$ cat src/rtl/lt_pkg.sv
package lt_pkg;
  localparam int ADDR_W = 3;

  typedef enum logic [ADDR_W-1:0] {
    A_LOAD0   = 3'd0,
    A_LOAD1   = 3'd1,
    A_CTRL    = 3'd2,
    A_FLAGS   = 3'd3,
    A_CUR0    = 3'd4,
    A_CUR1    = 3'd5,
    A_LIFE_HI = 3'd6,
    A_LIFE_LO = 3'd7
  } reg_addr_e;

  localparam int CTRL_EN0   = 0;
  localparam int CTRL_EN1   = 1;
  localparam int CTRL_CHAIN = 2;
  localparam int CTRL_W     = 3;
endpackage

$ cat src/rtl/lt_chan.sv
module lt_chan #(
  parameter int CNT_W = 32
) (
  input  logic             clk,
  input  logic             rst_n,
  input  logic             en_i,
  input  logic             tick_i,
  input  logic [CNT_W-1:0] load_i,
  output logic [CNT_W-1:0] cur_o,
  output logic             reload_o
);
  logic [CNT_W-1:0] cur_q;
  logic             run_q;
  logic             start, active, at_zero;

  assign start    = en_i & ~run_q;
  assign active   = en_i & run_q;
  assign at_zero  = (cur_q == '0);
  assign reload_o = active & tick_i & at_zero;
  assign cur_o    = cur_q;

  always_ff @(posedge clk or negedge rst_n) begin
    if (!rst_n) begin
      cur_q <= '0;
      run_q <= 1'b0;
    end else begin
      run_q <= en_i;
      if (start) begin
        cur_q <= load_i;
      end else if (active && tick_i) begin
        cur_q <= at_zero ? load_i : cur_q - 1'b1;
      end
    end
  end

  // a disabled channel keeps its count
  a_r6_hold_when_off: assert property (@(posedge clk) disable iff (!rst_n)
    !en_i |=> $stable(cur_o));

  // a running channel not at zero moves down by exactly one per tick
  a_r2_step_down: assert property (@(posedge clk) disable iff (!rst_n)
    (en_i && run_q && tick_i && cur_o != '0) |=> (cur_o == $past(cur_o) - 1'b1));

  // with no tick a running channel holds
  a_r3_no_tick_hold: assert property (@(posedge clk) disable iff (!rst_n)
    (en_i && run_q && !tick_i) |=> $stable(cur_o));
endmodule

$ cat src/rtl/lt_readout.sv
module lt_readout
  import lt_pkg::*;
#(
  parameter int CNT_W = 32,
  parameter int NCH   = 2
) (
  input  logic              clk,
  input  logic              rst_n,
  input  logic              rd_en,
  input  logic [ADDR_W-1:0] rd_addr,
  input  logic [CNT_W-1:0]  cur0_i,
  input  logic [CNT_W-1:0]  cur1_i,
  input  logic [CNT_W-1:0]  load0_i,
  input  logic [CNT_W-1:0]  load1_i,
  input  logic [CTRL_W-1:0] ctrl_i,
  input  logic [NCH-1:0]    flag_i,
  output logic [CNT_W-1:0]  rd_data
);
  logic [CNT_W-1:0] shadow_q;
  logic             hi_rd;

  assign hi_rd = rd_en && (rd_addr == A_LIFE_HI);

  always_ff @(posedge clk or negedge rst_n) begin
    if (!rst_n) shadow_q <= '0;
    else if (hi_rd) shadow_q <= cur0_i;
  end

  always_comb begin
    rd_data = '0;
    if (rd_en) begin
      case (rd_addr)
        A_LOAD0:   rd_data = load0_i;
        A_LOAD1:   rd_data = load1_i;
        A_CTRL:    rd_data[CTRL_W-1:0] = ctrl_i;
        A_FLAGS:   rd_data[NCH-1:0] = flag_i;
        A_CUR0:    rd_data = cur0_i;
        A_CUR1:    rd_data = cur1_i;
        A_LIFE_HI: rd_data = cur1_i;
        A_LIFE_LO: rd_data = shadow_q;
        default:   rd_data = '0;
      endcase
    end
  end

  // the upper read captures the lower count seen in that cycle
  a_r8_capture: assert property (@(posedge clk) disable iff (!rst_n)
    hi_rd |=> (shadow_q == $past(cur0_i)));

  // the shadow only moves on an upper-word read
  a_r9_shadow_hold: assert property (@(posedge clk) disable iff (!rst_n)
    !hi_rd |=> $stable(shadow_q));
endmodule

$ cat src/rtl/lifetime_timer.sv
module lifetime_timer
  import lt_pkg::*;
#(
  parameter int CNT_W = 32
) (
  input  logic              clk,
  input  logic              rst_n,
  input  logic              wr_en,
  input  logic [ADDR_W-1:0] wr_addr,
  input  logic [CNT_W-1:0]  wr_data,
  input  logic              rd_en,
  input  logic [ADDR_W-1:0] rd_addr,
  output logic [CNT_W-1:0]  rd_data,
  output logic [1:0]        tmo_o
);
  localparam int NCH = 2;

  logic [CNT_W-1:0] load_q [NCH];
  logic [CNT_W-1:0] cur_w  [NCH];
  logic [NCH-1:0]   ch_en_q;
  logic             chain_q;
  logic [NCH-1:0]   flag_q;
  logic [NCH-1:0]   rld;
  logic [NCH-1:0]   tick;
  logic [NCH-1:0]   flag_clr;

  always_ff @(posedge clk or negedge rst_n) begin
    if (!rst_n) begin
      for (int i = 0; i < NCH; i++) load_q[i] <= '0;
      ch_en_q <= '0;
      chain_q <= 1'b0;
    end else if (wr_en) begin
      case (wr_addr)
        A_LOAD0: load_q[0] <= wr_data;
        A_LOAD1: load_q[1] <= wr_data;
        A_CTRL: begin
          ch_en_q[0] <= wr_data[CTRL_EN0];
          ch_en_q[1] <= wr_data[CTRL_EN1];
          chain_q    <= wr_data[CTRL_CHAIN];
        end
        default: ;
      endcase
    end
  end

  assign flag_clr = (wr_en && wr_addr == A_FLAGS) ? wr_data[NCH-1:0] : '0;

  always_ff @(posedge clk or negedge rst_n) begin
    if (!rst_n) flag_q <= '0;
    else        flag_q <= (flag_q & ~flag_clr) | rld;
  end

  assign tmo_o = flag_q;

  for (genvar g = 0; g < NCH; g++) begin : g_ch
    if (g == 0) begin : g_head
      assign tick[g] = 1'b1;
    end else begin : g_link
      assign tick[g] = chain_q ? rld[g-1] : 1'b1;
    end

    lt_chan #(.CNT_W(CNT_W)) u_chan (
      .clk      (clk),
      .rst_n    (rst_n),
      .en_i     (ch_en_q[g]),
      .tick_i   (tick[g]),
      .load_i   (load_q[g]),
      .cur_o    (cur_w[g]),
      .reload_o (rld[g])
    );

    // every reload leaves its flag set
    a_r7_flag_sets: assert property (@(posedge clk) disable iff (!rst_n)
      rld[g] |=> flag_q[g]);
  end

  lt_readout #(.CNT_W(CNT_W), .NCH(NCH)) u_readout (
    .clk     (clk),
    .rst_n   (rst_n),
    .rd_en   (rd_en),
    .rd_addr (rd_addr),
    .cur0_i  (cur_w[0]),
    .cur1_i  (cur_w[1]),
    .load0_i (load_q[0]),
    .load1_i (load_q[1]),
    .ctrl_i  ({chain_q, ch_en_q[1], ch_en_q[0]}),
    .flag_i  (flag_q),
    .rd_data (rd_data)
  );

  // the upper channel steps at the same edge as the lower reload
  a_r3_one_per_reload: assert property (@(posedge clk) disable iff (!rst_n)
    (chain_q && ch_en_q[1] && $past(ch_en_q[1]) && rld[0] && cur_w[1] != '0)
      |=> (cur_w[1] == $past(cur_w[1]) - 1'b1));

  // without a lower reload the chained upper channel holds
  a_r3_hold_no_reload: assert property (@(posedge clk) disable iff (!rst_n)
    (chain_q && ch_en_q[1] && $past(ch_en_q[1]) && !rld[0]) |=> $stable(cur_w[1]));
endmodule

$ cat config.mk
export PLATFORM = sky130hd
export DESIGN_NAME = lifetime_timer
export DESIGN_NICKNAME = d
export VERILOG_FILES = /design/src/rtl/lt_pkg.sv /design/src/rtl/lt_chan.sv /design/src/rtl/lt_readout.sv /design/src/rtl/lifetime_timer.sv
export SDC_FILE = /design/constraint.sdc
export NUM_CORES = 1
export LEC_CHECK = 0
export ABC_CLOCK_PERIOD_IN_PS = 3100
export BUFFER_PORTS_ARGS = -buffer_cell sky130_fd_sc_hd__buf_2
export CORE_ASPECT_RATIO = 2
export CORE_MARGIN = 2
export CORE_UTILIZATION = 45
export DETAILED_ROUTE_END_ITERATION = 10
export PLACE_DENSITY = 0.6
export SYNTH_ARGS = -nofsm -noshare
export SYNTH_HDL_FRONTEND = slang
export SYNTH_SLANG_ARGS = --single-unit
$ cat constraint.sdc
create_clock -name clk -period 3.1 [get_ports clk]
set_clock_uncertainty 0.2 [all_clocks]
set_input_delay 0.155 -clock clk [delete_from_list [all_inputs] [get_ports clk]]
set_output_delay 0.155 -clock clk [all_outputs]
set_load 0.01 [all_outputs]
Word-level counts from Yosys, hierarchy flattened
Index checks and enable logic that the tools add are counted.
{ "totals": {"output_inout_bits": 34, "regBits": 167, "in_bits": 42, "wordCells": 59} }
{ "classes": {"mux": 12, "add_sub_neg": 2, "n_reduce_logical": 13, "n_bitwise": 12, "n_eq_ne": 10} }
{ "ops": {"columns": ["cell", "count"], "rows": [
  ["$mux 32", 7],
  ["$pmux 29 s5", 1],
  ["$logic_not 32->1", 2],
  ["$sub 32x1->32 const B", 2],
  ["$pmux 2 s7", 1],
  ["$eq 3x2->1 const B", 4],
  ["$eq 3x3->1 const B", 4],
  ["$and 1x1->1", 7],
  ["$eq 3x1->1 const B", 2],
  ["$logic_not 3->1", 2],
  ["$pmux 1 s6", 1],
  ["$reduce_and 2->1", 3],
  ["$reduce_bool 2->1", 2],
  ["$logic_and 1x1->1", 3],
  ["$and 2x2->2", 1],
  ["$mux 2", 1],
  ["$not 1->1", 2],
  ["$not 2->2", 1],
  ["$or 2x2->2", 1],
  ["$reduce_or 2->1", 1],
  ["$mux 1", 1]
]} }

Longest topological paths before layout
Gate-level depths: netlist of run 1.
{ "depth": {"word_depth": 6, "mapped_depth": 10, "mapped_depth_nobuf": 8} }

By module
Synthesis of run 1 repeated with hierarchy kept, for this count alone.
{ "unflattened": {"hier_cells": 919, "area_unflattened_um2": 9688.0} }
{ "by_module_without_submodules": {"columns": ["module", "instances", "area_each_um2", "cells_each"], "rows": [
  ["lifetime_timer", 1, 2645.0, 155],
  ["lt_readout", 1, 2533.7, 246],
  ["lt_chan at g_ch[1].u_chan", 1, 2257.2, 260],
  ["lt_chan at g_ch[0].u_chan", 1, 2252.2, 258]
]} }

Worst setup path after synthesis of run 1
No wires, ideal clock.
{ "synth_timing": {"kind": "reg2reg", "start": "reg g_ch[0].u_chan.cur_q[0]", "end": "reg g_ch[1].u_chan.cur_q[10]", "period_less_slack_ns": 2.540, "path_buffers": 2, "setup_slack_ns": 0.560, "t_arrival_ns": 2.207, "path_stages_with_launch": 11, "path_cell_list": "dfrtp_1 > inv_1 > ha_1 > or4b_1 > nor3_1 > and2_1 > buf_4 > a31oi_1 > clkbuf_1 > o21ai_0 > o21ai_0"} }
{ "synth_via": {"elab_chain_cells": 5} }
{ "synth_rtl": {"columns": ["item", "line_no", "rtl"], "rows": [
  ["from (decl)", "lt_chan.sv:12", "logic [CNT_W-1:0] cur_q;"],
  ["from (signal assigned)", "lt_chan.sv:29", "cur_q <= load_i;"],
  ["from (signal assigned)", "lt_chan.sv:31", "cur_q <= at_zero ? load_i : cur_q - 1'b1;"],
  ["$logic_not 32->1", "lt_chan.sv:18", "assign at_zero = (cur_q == '0);"],
  ["$and 1x1->1", "lt_chan.sv:19", "assign reload_o = active & tick_i & at_zero;"],
  ["$mux 1", "lifetime_timer.sv:59", "assign tick[g] = chain_q ? rld[g-1] : 1'b1;"],
  ["$logic_and 1x1->1", "lt_chan.sv:30", "end else if (active && tick_i) begin"],
  ["$reduce_bool 2->1 (no line)", null, null],
  ["to (signal assigned)", "lt_chan.sv:29", null],
  ["to (signal assigned)", "lt_chan.sv:31", null],
  ["to (decl)", "lt_chan.sv:12", null]
]} }
Every way passes these cells.
A chain may end at the register's enable or synchronous reset.

Final worst setup path of run 1
{ "layout_timing": {"start": "reg g_ch[0].u_chan.cur_q[0]", "end": "reg g_ch[0].u_chan.cur_q[1]"} }
{ "layout_via": {"elab_chain_cells": 4, "word_cells_on_any_way": 5} }
{ "layout_rtl": {"columns": ["item", "line_no", "rtl"], "rows": [
  ["$sub 32x1->32 or $logic_not 32->1 (tied branches)", "lt_chan.sv:31, lt_chan.sv:18", null],
  ["$mux 32 *", "lt_chan.sv:31", null],
  ["$mux 32 *", "lt_chan.sv:30", null],
  ["$mux 32 *", "lt_chan.sv:28", "if (start) begin"]
]} }
Mark *: on every way between the ends. The rest lies on a longest branch, timed or not. The select of a mux whose other input is x is not followed.

==> results of run 1 <==
==> kinds of logic after synthesis <==
logic type	share of synthesized area
buffers and inverters	0.0443
multiplexers	0.116
adder cells (fa/ha/maj)	0.00541
AO/OA/AOI/OAI	0.216
AND/OR/NAND/NOR	0.167
XOR/XNOR	0.000946
flip-flops	0.451
==> power by group <==
group	internal, mW	switching (mW)
clock	1.29	0.910
combinational	1.25	1.55
sequential	2.98	0.938
==> worst max-delay path, cell delays in order (launching register included) <==
cell,delay [ns]
dfrtp_1,0.40
inv_1,0.09
ha_1,0.19
or4b_1,0.18
nor3_1,0.07
and2_1,0.21
a21oi_2,0.88
a21oi_1,0.15
mux2_2,0.30
==> what timing repair did <==
item                                    4_1_cts  5_1_grt
hold buffers                                 37        0
gates resized for setup                       0        0
endpoints found under the hold margin       236        0
endpoints found under the setup margin        0        0
==> sequential cells by signal, summed over array words and instances, names as in the netlist <==
signal / count
g_ch.u_chan.cur_o: 64
load_q: 64
u_readout.shadow_q: 32
ch_en_q: 2
g_ch.u_chan.run_q: 2
tmo_o: 2
chain_q: 1
==> worst min-delay path by stage <==
stage	startpoint	endpoint	slack, ns	cells past startpoint
global placement	rst_n	load_q[32]$_DFFE_PN0P_	-0.27	1
CTS	wr_en	tmo_o[0]$_DFF_PN0_	0.06	5
global route	wr_en	tmo_o[0]$_DFF_PN0_	0.09	5
detailed placement	rst_n	load_q[32]$_DFFE_PN0P_	-0.27	1
floorplan	rst_n	ch_en_q[0]$_DFFE_PN0P_	-0.34	0
finish	wr_en	tmo_o[0]$_DFF_PN0_	0.07	5
==> stage by stage <==
stage | utilization | worst slack (ns)
floorplan | - | 0.560
global placement | 0.503 | 0.337
detailed placement | 0.503 | 0.330
CTS | 0.551 | 0.312
global route | 0.551 | 0.0693
finish | 0.551 | 0.310
==> metal layers <==
metal | track usage | routed length [um] | part of all wire
met4 | 0.137 | 1280 | 0.040
met5 | 0 | 0 | 0
met2 | 0.534 | 16800 | 0.53
met3 | 0.0512 | 1700 | 0.053
met1 | 0.350 | 12200 | 0.38
==> area by class of cell <==
type	count	area share
clock buffer	21	0.0403
clock inverter	11	0.0134
timing repair buffer	172	0.113
tap	266	0.0298
inverter	21	0.00705
multi-input combinational	710	0.422
sequential	167	0.374
==> synthesized netlist by cell type, drive strengths merged, types with 5 or more instances <==
master   number
o2bb2ai      12
nor3         33
mux2         87
nand3        28
dfrtp       167
or3           8
mux2i         9
buf          16
nand2        90
nor3b         5
a21oi        73
nand4        18
and3          8
nor2         39
o211ai        5
or4          11
clkbuf       61
a31oi        34
o21ai        87
nand2b        5
nor4         23
a22oi        74
inv          21
==> results.cfg, run 1 <==
[place]
dp_cells = 1299
io_buffers = 75
gp_congestion = 0.891
placed_area_sq_mm = 0.0102
dpl.hpwl_mm = 22.3

[global_route]
antenna_found_initial = 0
grt_pass1_wl_mm = 49.3
grt_pass1_vias = 8473
grt_max_degree = 112
track_usage = 0.300
grt_overflow = 0

[die]
core_area_sq_mm = 0.0203
initial_core_util = 0.457
die_h_um = 207
ioPinCount = 76
die_w_um = 105
std_cell_rows = 74
dieArea_sq_mm = 0.0218

[yosys]
netlist_top_cells_area = dfrtp_1 45%, mux2_2 11%, a22oi_1 6.0%, o21ai_0 4.6%, a21oi_1 3.9%
ys_warn_count = 0
synth_seq_area_share = 0.451
synth_cells = 975
ys_seq_elements = 167
synth_top_area_share = 0.451
yosys.area.top_type = dfrtp_1
avgSynthCellArea_sq_um = 9.50
syn_nets = 1021
synth_edf_count = 0
syn_area_sq_mm = 0.00926
ys_types = 61
ys_async_sr_fraction = 1.00
ys.flop_type = dfrtp_1

[critical_path]
reg2reg_slack_ns = 0.31
cp-start-kind = flop
cp_max_fo = 20
worstPathRequired_ns = 3.23
crit_arrival_ns = 2.92
cp-endpoint = g_ch[0].u_chan.cur_o[1]$_DFFE_PN0P_
end_kind = flop
r2r_cells = 8
rr_startpoint = g_ch[0].u_chan.cur_o[0]$_DFFE_PN0P_
critPathLaunch = g_ch[0].u_chan.cur_o[0]$_DFFE_PN0P_
path_class = reg2reg
r2r-end = g_ch[0].u_chan.cur_o[1]$_DFFE_PN0P_

[timing]
layout_min_cycle_time_ns = 2.79
finalCritPeriodShare = 0.900
rsz0062_at_grt = false
drv_slew = 0
setup_viol = 0
fmax_ghz = 0.358
fin_tns_setup_ns = 0
maxSlewHeadroom = 0.232
max_slew.worst_pin.slew_ns = 1.15
hold_viol = 0
whs_ns = 0.0717

[final_layout]
n_antenna_cell = 0
drive_above_1_share = 0.248
final_common_cell = dfrtp_1
syn_to_final_growth_pct = 20.7
seq_area_sq_mm = 0.00418
multi_input_area_sq_mm = 0.00472
fin_nets = 1135
design_area_sq_mm = 0.0112
fin_cells = 1368
mostFrequentLayoutCells = 166 x dfrtp_1, 90 x nand2_1, 87 x mux2_2
fill_cells = 1856

[clock_tree]
clk_latency_ns = 0.45
cts_root_buf = clkbuf_16
clk_pin_slew_worst_paths_ns = 0.06
cts_made_buffers = 17
cts.path.max_buffers = 2
clkSinkCount = 167
cts_max_level = 4
cts_tree = done
post_cts_buffers = 0

[route]
ant_nets = 0
viasPerCell = 6.27
first_pass_iters = 5
vias = 8576
routed_wl_mm = 32.0
remaining_drc_errors = 0
drt_iter0_drc = 813
wl_per_cell_um = 23.4

[run_status]
status = complete, no violations

[pwr]
powerDensity_mw_per_mm2 = 798
ir_drop_mv = 0.357
p_leak_nw = 4.56
power_mw = 8.92

[run]
cap_violations = 0

[worst_hold_path]
holdCritPathClass = in2reg
Note: power is estimated with default switching activity, not from simulation.
==> run 2: changes to the inputs <==
--- a/config.mk
+++ b/config.mk
@@ -11,6 +11,7 @@
 export CORE_MARGIN = 2
 export CORE_UTILIZATION = 45
 export DETAILED_ROUTE_END_ITERATION = 10
+export HOLD_SLACK_MARGIN = 0.1
 export PLACE_DENSITY = 0.6
 export SYNTH_ARGS = -nofsm -noshare
 export SYNTH_HDL_FRONTEND = slang
==> run 2 against run 1 <==
Register-to-register slack is essentially flat. Count of clock-buffer cells in the layout is the same. First-iteration DRC count shrank 18%. Critical endpoint unchanged. Largest cell class unchanged.
==> results.cfg, run 2 (synthesis gave the netlist of run 1 again) <==
[run_status]
status = complete, no violations

[final_layout]
drive_above_1_share = 0.248
mostFrequentLayoutCells = 166 x dfrtp_1, 90 x nand2_1, 87 x mux2_2
fill_cells = 1854
multi_input_area_sq_mm = 0.00472
seq_area_sq_mm = 0.00418
n_antenna_cell = 0
fin_nets = 1136
fin_cells = 1369
syn_to_final_growth_pct = 20.8
design_area_sq_mm = 0.0112
final_common_cell = dfrtp_1

[route]
wl_per_cell_um = 23.4
viasPerCell = 6.27
ant_nets = 0
remaining_drc_errors = 0
vias = 8585
first_pass_iters = 5
drt_iter0_drc = 663
routed_wl_mm = 32.1

[die]
std_cell_rows = 74
dieArea_sq_mm = 0.0218
core_area_sq_mm = 0.0203
initial_core_util = 0.457
ioPinCount = 76
die_w_um = 105
die_h_um = 207

[timing]
hold_viol = 0
maxSlewHeadroom = 0.219
fin_tns_setup_ns = 0
fmax_ghz = 0.357
whs_ns = 0.0769
drv_slew = 0
setup_viol = 0
layout_min_cycle_time_ns = 2.80
rsz0062_at_grt = false
finalCritPeriodShare = 0.904
max_slew.worst_pin.slew_ns = 1.17

[pwr]
p_leak_nw = 4.57
power_mw = 8.92
powerDensity_mw_per_mm2 = 798
ir_drop_mv = 0.359

[run]
cap_violations = 0

[clock_tree]
clk_latency_ns = 0.45
cts.path.max_buffers = 2
cts_root_buf = clkbuf_16
post_cts_buffers = 0
clk_pin_slew_worst_paths_ns = 0.06
cts_max_level = 4
cts_made_buffers = 17
clkSinkCount = 167
cts_resized = 0
cts_tree = done

[critical_path]
crit_arrival_ns = 2.93
critPathLaunch = g_ch[0].u_chan.cur_o[0]$_DFFE_PN0P_
worstPathRequired_ns = 3.23
rr_startpoint = g_ch[0].u_chan.cur_o[0]$_DFFE_PN0P_
cp_max_fo = 20
cp-start-kind = flop
end_kind = flop
path_class = reg2reg

[place]
dp_cells = 1299
placed_area_sq_mm = 0.0102
gp_congestion = 0.891
dpl.hpwl_mm = 22.3
io_buffers = 75

[global_route]
grt_overflow = 0
antenna_found_initial = 0
grt_pass1_vias = 8476
grt_max_degree = 112
track_usage = 0.300
grt_pass1_wl_mm = 49.3

[worst_hold_path]
holdCritPathClass = in2async
-- run 2: area by class of cell --
cell class,count,share of cell area
clock buffers,21,0.0403
clock inverters,11,0.0134
multi-input cells,710,0.422
inverters,21,0.00705
flip-flops and latches,167,0.374
well taps,266,0.0298
repair buffers,173,0.114
-- run 2: worst paths after layout --
path	endpoint	slack [ns]	depth (start not counted)
min	load_q[1]$_DFFE_PN0P_	0.08	3
min in group clk	chain_q$_DFFE_PN0P_	0.16	5
min reg2reg	u_readout.shadow_q[9]$_DFFE_PN0P_	0.29	2
max reg2reg	g_ch[0].u_chan.cur_o[1]$_DFFE_PN0P_	0.30	8
max	g_ch[0].u_chan.cur_o[1]$_DFFE_PN0P_	0.30	8
max in group asynchronous	ch_en_q[0]$_DFFE_PN0P_	1.95	3
-- run 2: metrics by stage --
stage | util | setup WS (ns)
floorplan | - | 0.560
global placement | 0.503 | 0.337
detailed placement | 0.503 | 0.330
CTS | 0.552 | 0.312
global route | 0.552 | 0.0693
finish | 0.552 | 0.298
-- run 2: where the power goes --
group	total (mW)	switching (mW)	internal [mW]
clock	2.20	0.914	1.29
combinational	2.80	1.55	1.25
sequential	3.91	0.937	2.98
-- run 2: metal layers --
| metal | track usage | vias up | routed length (um) |
|---|---|---|---|
| met2 | 0.533 | 302 | 16800 |
| met4 | 0.138 | 0 | 1460 |
| met3 | 0.0509 | 89 | 1550 |
| li1 | - | 3911 | - |
| met1 | 0.351 | 4283 | 12300 |
| met5 | 0 | - | 0 |
-- run 2: worst max-delay path, stage by stage, from the launching register on --
cell	delay (ns)
dfrtp_1	0.40
inv_1	0.08
ha_1	0.18
or4b_1	0.18
nor3_1	0.07
and2_1	0.21
a21oi_2	0.89
a21oi_1	0.15
mux2_2	0.30
-- run 2: repair_timing --
action | CTS | global route
hold buffers | 38 | 0
setup endpoints to repair | 0 | 0
endpoints found under the hold margin | 236 | 0
==> run 3: changes to the inputs <==
--- a/config.mk
+++ b/config.mk
@@ -5,6 +5,7 @@
 export SDC_FILE = /design/constraint.sdc
 export NUM_CORES = 1
 export LEC_CHECK = 0
+export ABC_AREA = 1
 export ABC_CLOCK_PERIOD_IN_PS = 3100
 export BUFFER_PORTS_ARGS = -buffer_cell sky130_fd_sc_hd__buf_2
 export CORE_ASPECT_RATIO = 2
==> run 3 against run 2 <==
First-iteration DRC count increased by 11%. Synthesized cell count grew 46%. Worst hold slack better by 0.14 ns. Clock power hardly changed. Wire length is 7.0% higher. Die area increased by 7.1%. Sequential power shrank 3%. Sequential share of layout area down 1.3 points. Largest power group unchanged.
==> results.cfg, run 3 <==
[timing]
setup_viol = 0
hold_viol = 0
rsz0062_at_grt = false
max_slew.worst_pin.slew_ns = 1.08
drv_slew = 0
fmax_ghz = 0.415
finalCritPeriodShare = 0.778
layout_min_cycle_time_ns = 2.41
maxSlewHeadroom = 0.281
fin_tns_setup_ns = 0

[final_layout]
mostFrequentLayoutCells = 458 x nand2_1, 167 x dfrtp_1, 158 x inv_1
fin_cells = 1802
drive_above_1_share = 0.112
fin_nets = 1564
syn_to_final_growth_pct = 16.5
n_antenna_cell = 0
final_common_cell = nand2_1

[run_status]
status = complete, no violations

[yosys]
syn_area_sq_mm = 0.00993
synth.most_common_cell = nand2_1
avgSynthCellArea_sq_um = 6.99
synth_common_cells = 458 x nand2_1, 167 x dfrtp_1, 158 x inv_1
synth_cells = 1421
ys_warn_count = 0
synth_top_area_share = 0.421
ys_types = 36
netlist_top_cells_area = dfrtp_1 42%, nand2_1 17%, o21ai_0 6.9%, inv_1 6.0%, nor2_1 5.8%
ys_async_sr_fraction = 1.00
yosys.area.top_type = dfrtp_1
synth_edf_count = 0
synth_seq_area_share = 0.421
syn_nets = 1467
ys.flop_type = dfrtp_1
ys_seq_elements = 167

[route]
viasPerCell = 5.43
wl_per_cell_um = 19.1
vias = 9793
remaining_drc_errors = 0
ant_nets = 0
drt_iter0_drc = 736
routed_wl_mm = 34.3
first_pass_iters = 6

[clock_tree]
cts_root_buf = clkbuf_16
clk_latency_ns = 0.46
cts_made_buffers = 17
cts_max_level = 4
clk_pin_slew_worst_paths_ns = 0.07
post_cts_buffers = 0
clkSinkCount = 167
cts.path.max_buffers = 2
cts_tree = done
cts_resized = 0

[pwr]
p_leak_nw = 5.73
ir_drop_mv = 0.485
powerDensity_mw_per_mm2 = 828
switchingPower_mw = 4.18
p_int_mw = 5.41
p_seq_frac = 0.394
swShare = 0.436
comb_power_share = 0.379
p_clk_frac = 0.227

[die]
initial_core_util = 0.460
core_area_sq_mm = 0.0216
std_cell_rows = 76
die_w_um = 109
dieArea_sq_mm = 0.0234
die_h_um = 214
ioPinCount = 76

[global_route]
antenna_found_initial = 0
grt_pass1_vias = 9803
grt_max_degree = 65
track_usage = 0.310
grt_pass1_wl_mm = 54.5
grt_overflow = 0

[place]
dpl.hpwl_mm = 24.6
dp_cells = 1733
io_buffers = 75
gp_congestion = 1.03

[critical_path]
path_class = in2reg
r2r-end = g_ch[1].u_chan.cur_o[28]$_DFFE_PN0P_
cp-start-kind = input pin
cp_max_fo = 52
rr_startpoint = g_ch[0].u_chan.cur_o[29]$_DFFE_PN0P_
critPathLaunch = wr_addr[2]
cp-endpoint = load_q[61]$_DFFE_PN0P_
crit_arrival_ns = 2.52
end_kind = flop
worstPathRequired_ns = 3.21
reg2reg_slack_ns = 0.73
r2r_cells = 11

[run]
cap_violations = 0

[worst_hold_path]
holdCritPathClass = in2reg
run 3: cell types whose count changed in the layout (fill, tap and decap cells not counted), sizes merged, moves of 37 or more:
| cell | previous run | this run |
|---|---|---|
| nand3 | 28 | 93 |
| mux2 | 87 | 0 |
| inv | 21 | 160 |
| a22oi | 74 | 9 |
| o21ai | 87 | 158 |
| nor2 | 39 | 174 |
| nand2 | 90 | 463 |
| a21oi | 73 | 36 |
run 3: power by group through the flow:
stage	registers (mW)	logic, mW	clock network, mW
after floorplan	3.46	2.68	0
after global placement	3.78	3.50	0
after detailed placement	3.78	3.56	0
after CTS	3.75	3.62	2.21
after global routing	3.87	4.16	2.29
final	3.78	3.63	2.17
run 3: repair_timing:
item | CTS | global route
hold buffers | 39 | 0
endpoints found under the hold margin | 236 | 0
endpoints found under the setup margin | 0 | 0
run 3: worst min-delay path by stage:
stage,start,endpoint,slack (ns),cells past startpoint
2_1_floorplan,rst_n,ch_en_q[0]$_DFFE_PN0P_,-0.34,0
3_3_place_gp,rst_n,load_q[23]$_DFFE_PN0P_,-0.03,1
3_5_place_dp,rst_n,load_q[55]$_DFFE_PN0P_,-0.02,1
4_1_cts,wr_en,load_q[2]$_DFFE_PN0P_,0.19,6
5_1_grt,wr_en,load_q[3]$_DFFE_PN0P_,0.29,6
6_report,wr_en,load_q[2]$_DFFE_PN0P_,0.22,6
run 3: area by class of cell:
class | count | area, sq um
inverter | 160 | 601
sequential | 167 | 4180
tap | 273 | 342
clock inverter | 7 | 93.8
fill | 2131 | 10000
clock buffer | 23 | 488
multi-input combinational | 1031 | 4860
timing repair buffer | 141 | 1020
run 3: cells by family after synthesis:
kind of cell / Yosys count / share of synthesized area
AO/OA/AOI/OAI: 249 / 0.141
XOR/XNOR: 33 / 0.0291
adder cells (fa/ha/maj): 4 / 0.00504
buffers and inverters: 223 / 0.0923
flip-flops: 167 / 0.421
AND/OR/NAND/NOR: 745 / 0.311
run 3: worst max-delay path, cell delays in order:
cell and delay [ns]:
dlygate4sd3_1 0.55, buf_2 0.13, nor2_1 0.17, dlygate4sd3_1 0.64
nand3_2 0.23, buf_4 0.37, nand2_1 0.12, o21ai_0 0.10
run 3: metrics by stage:
| step | setup WS, ns | power [mW] | util | hold slack, ns | instance area (sq um) |
|---|---|---|---|---|---|
| after global placement | 0.704 | 7.28 | 0.490 | -0.0282 | 10600 |
| final | 0.689 | 9.59 | 0.536 | 0.221 | 11600 |
| after floorplan | 1.25 | 6.14 | - | -0.341 | 9930 |
| after global routing | 0.479 | 10.3 | 0.536 | 0.286 | 11600 |
| after detailed placement | 0.755 | 7.34 | 0.490 | -0.0233 | 10600 |
| after CTS | 0.758 | 9.58 | 0.536 | 0.192 | 11600 |
run 3: per-layer routing:
layer	wire length, um	up-vias	global-route usage
met3	1680	92	0.0453
met1	14000	4655	0.392
met5	0	-	0
met4	1730	0	0.165
met2	17000	318	0.502
li1	-	4728	-
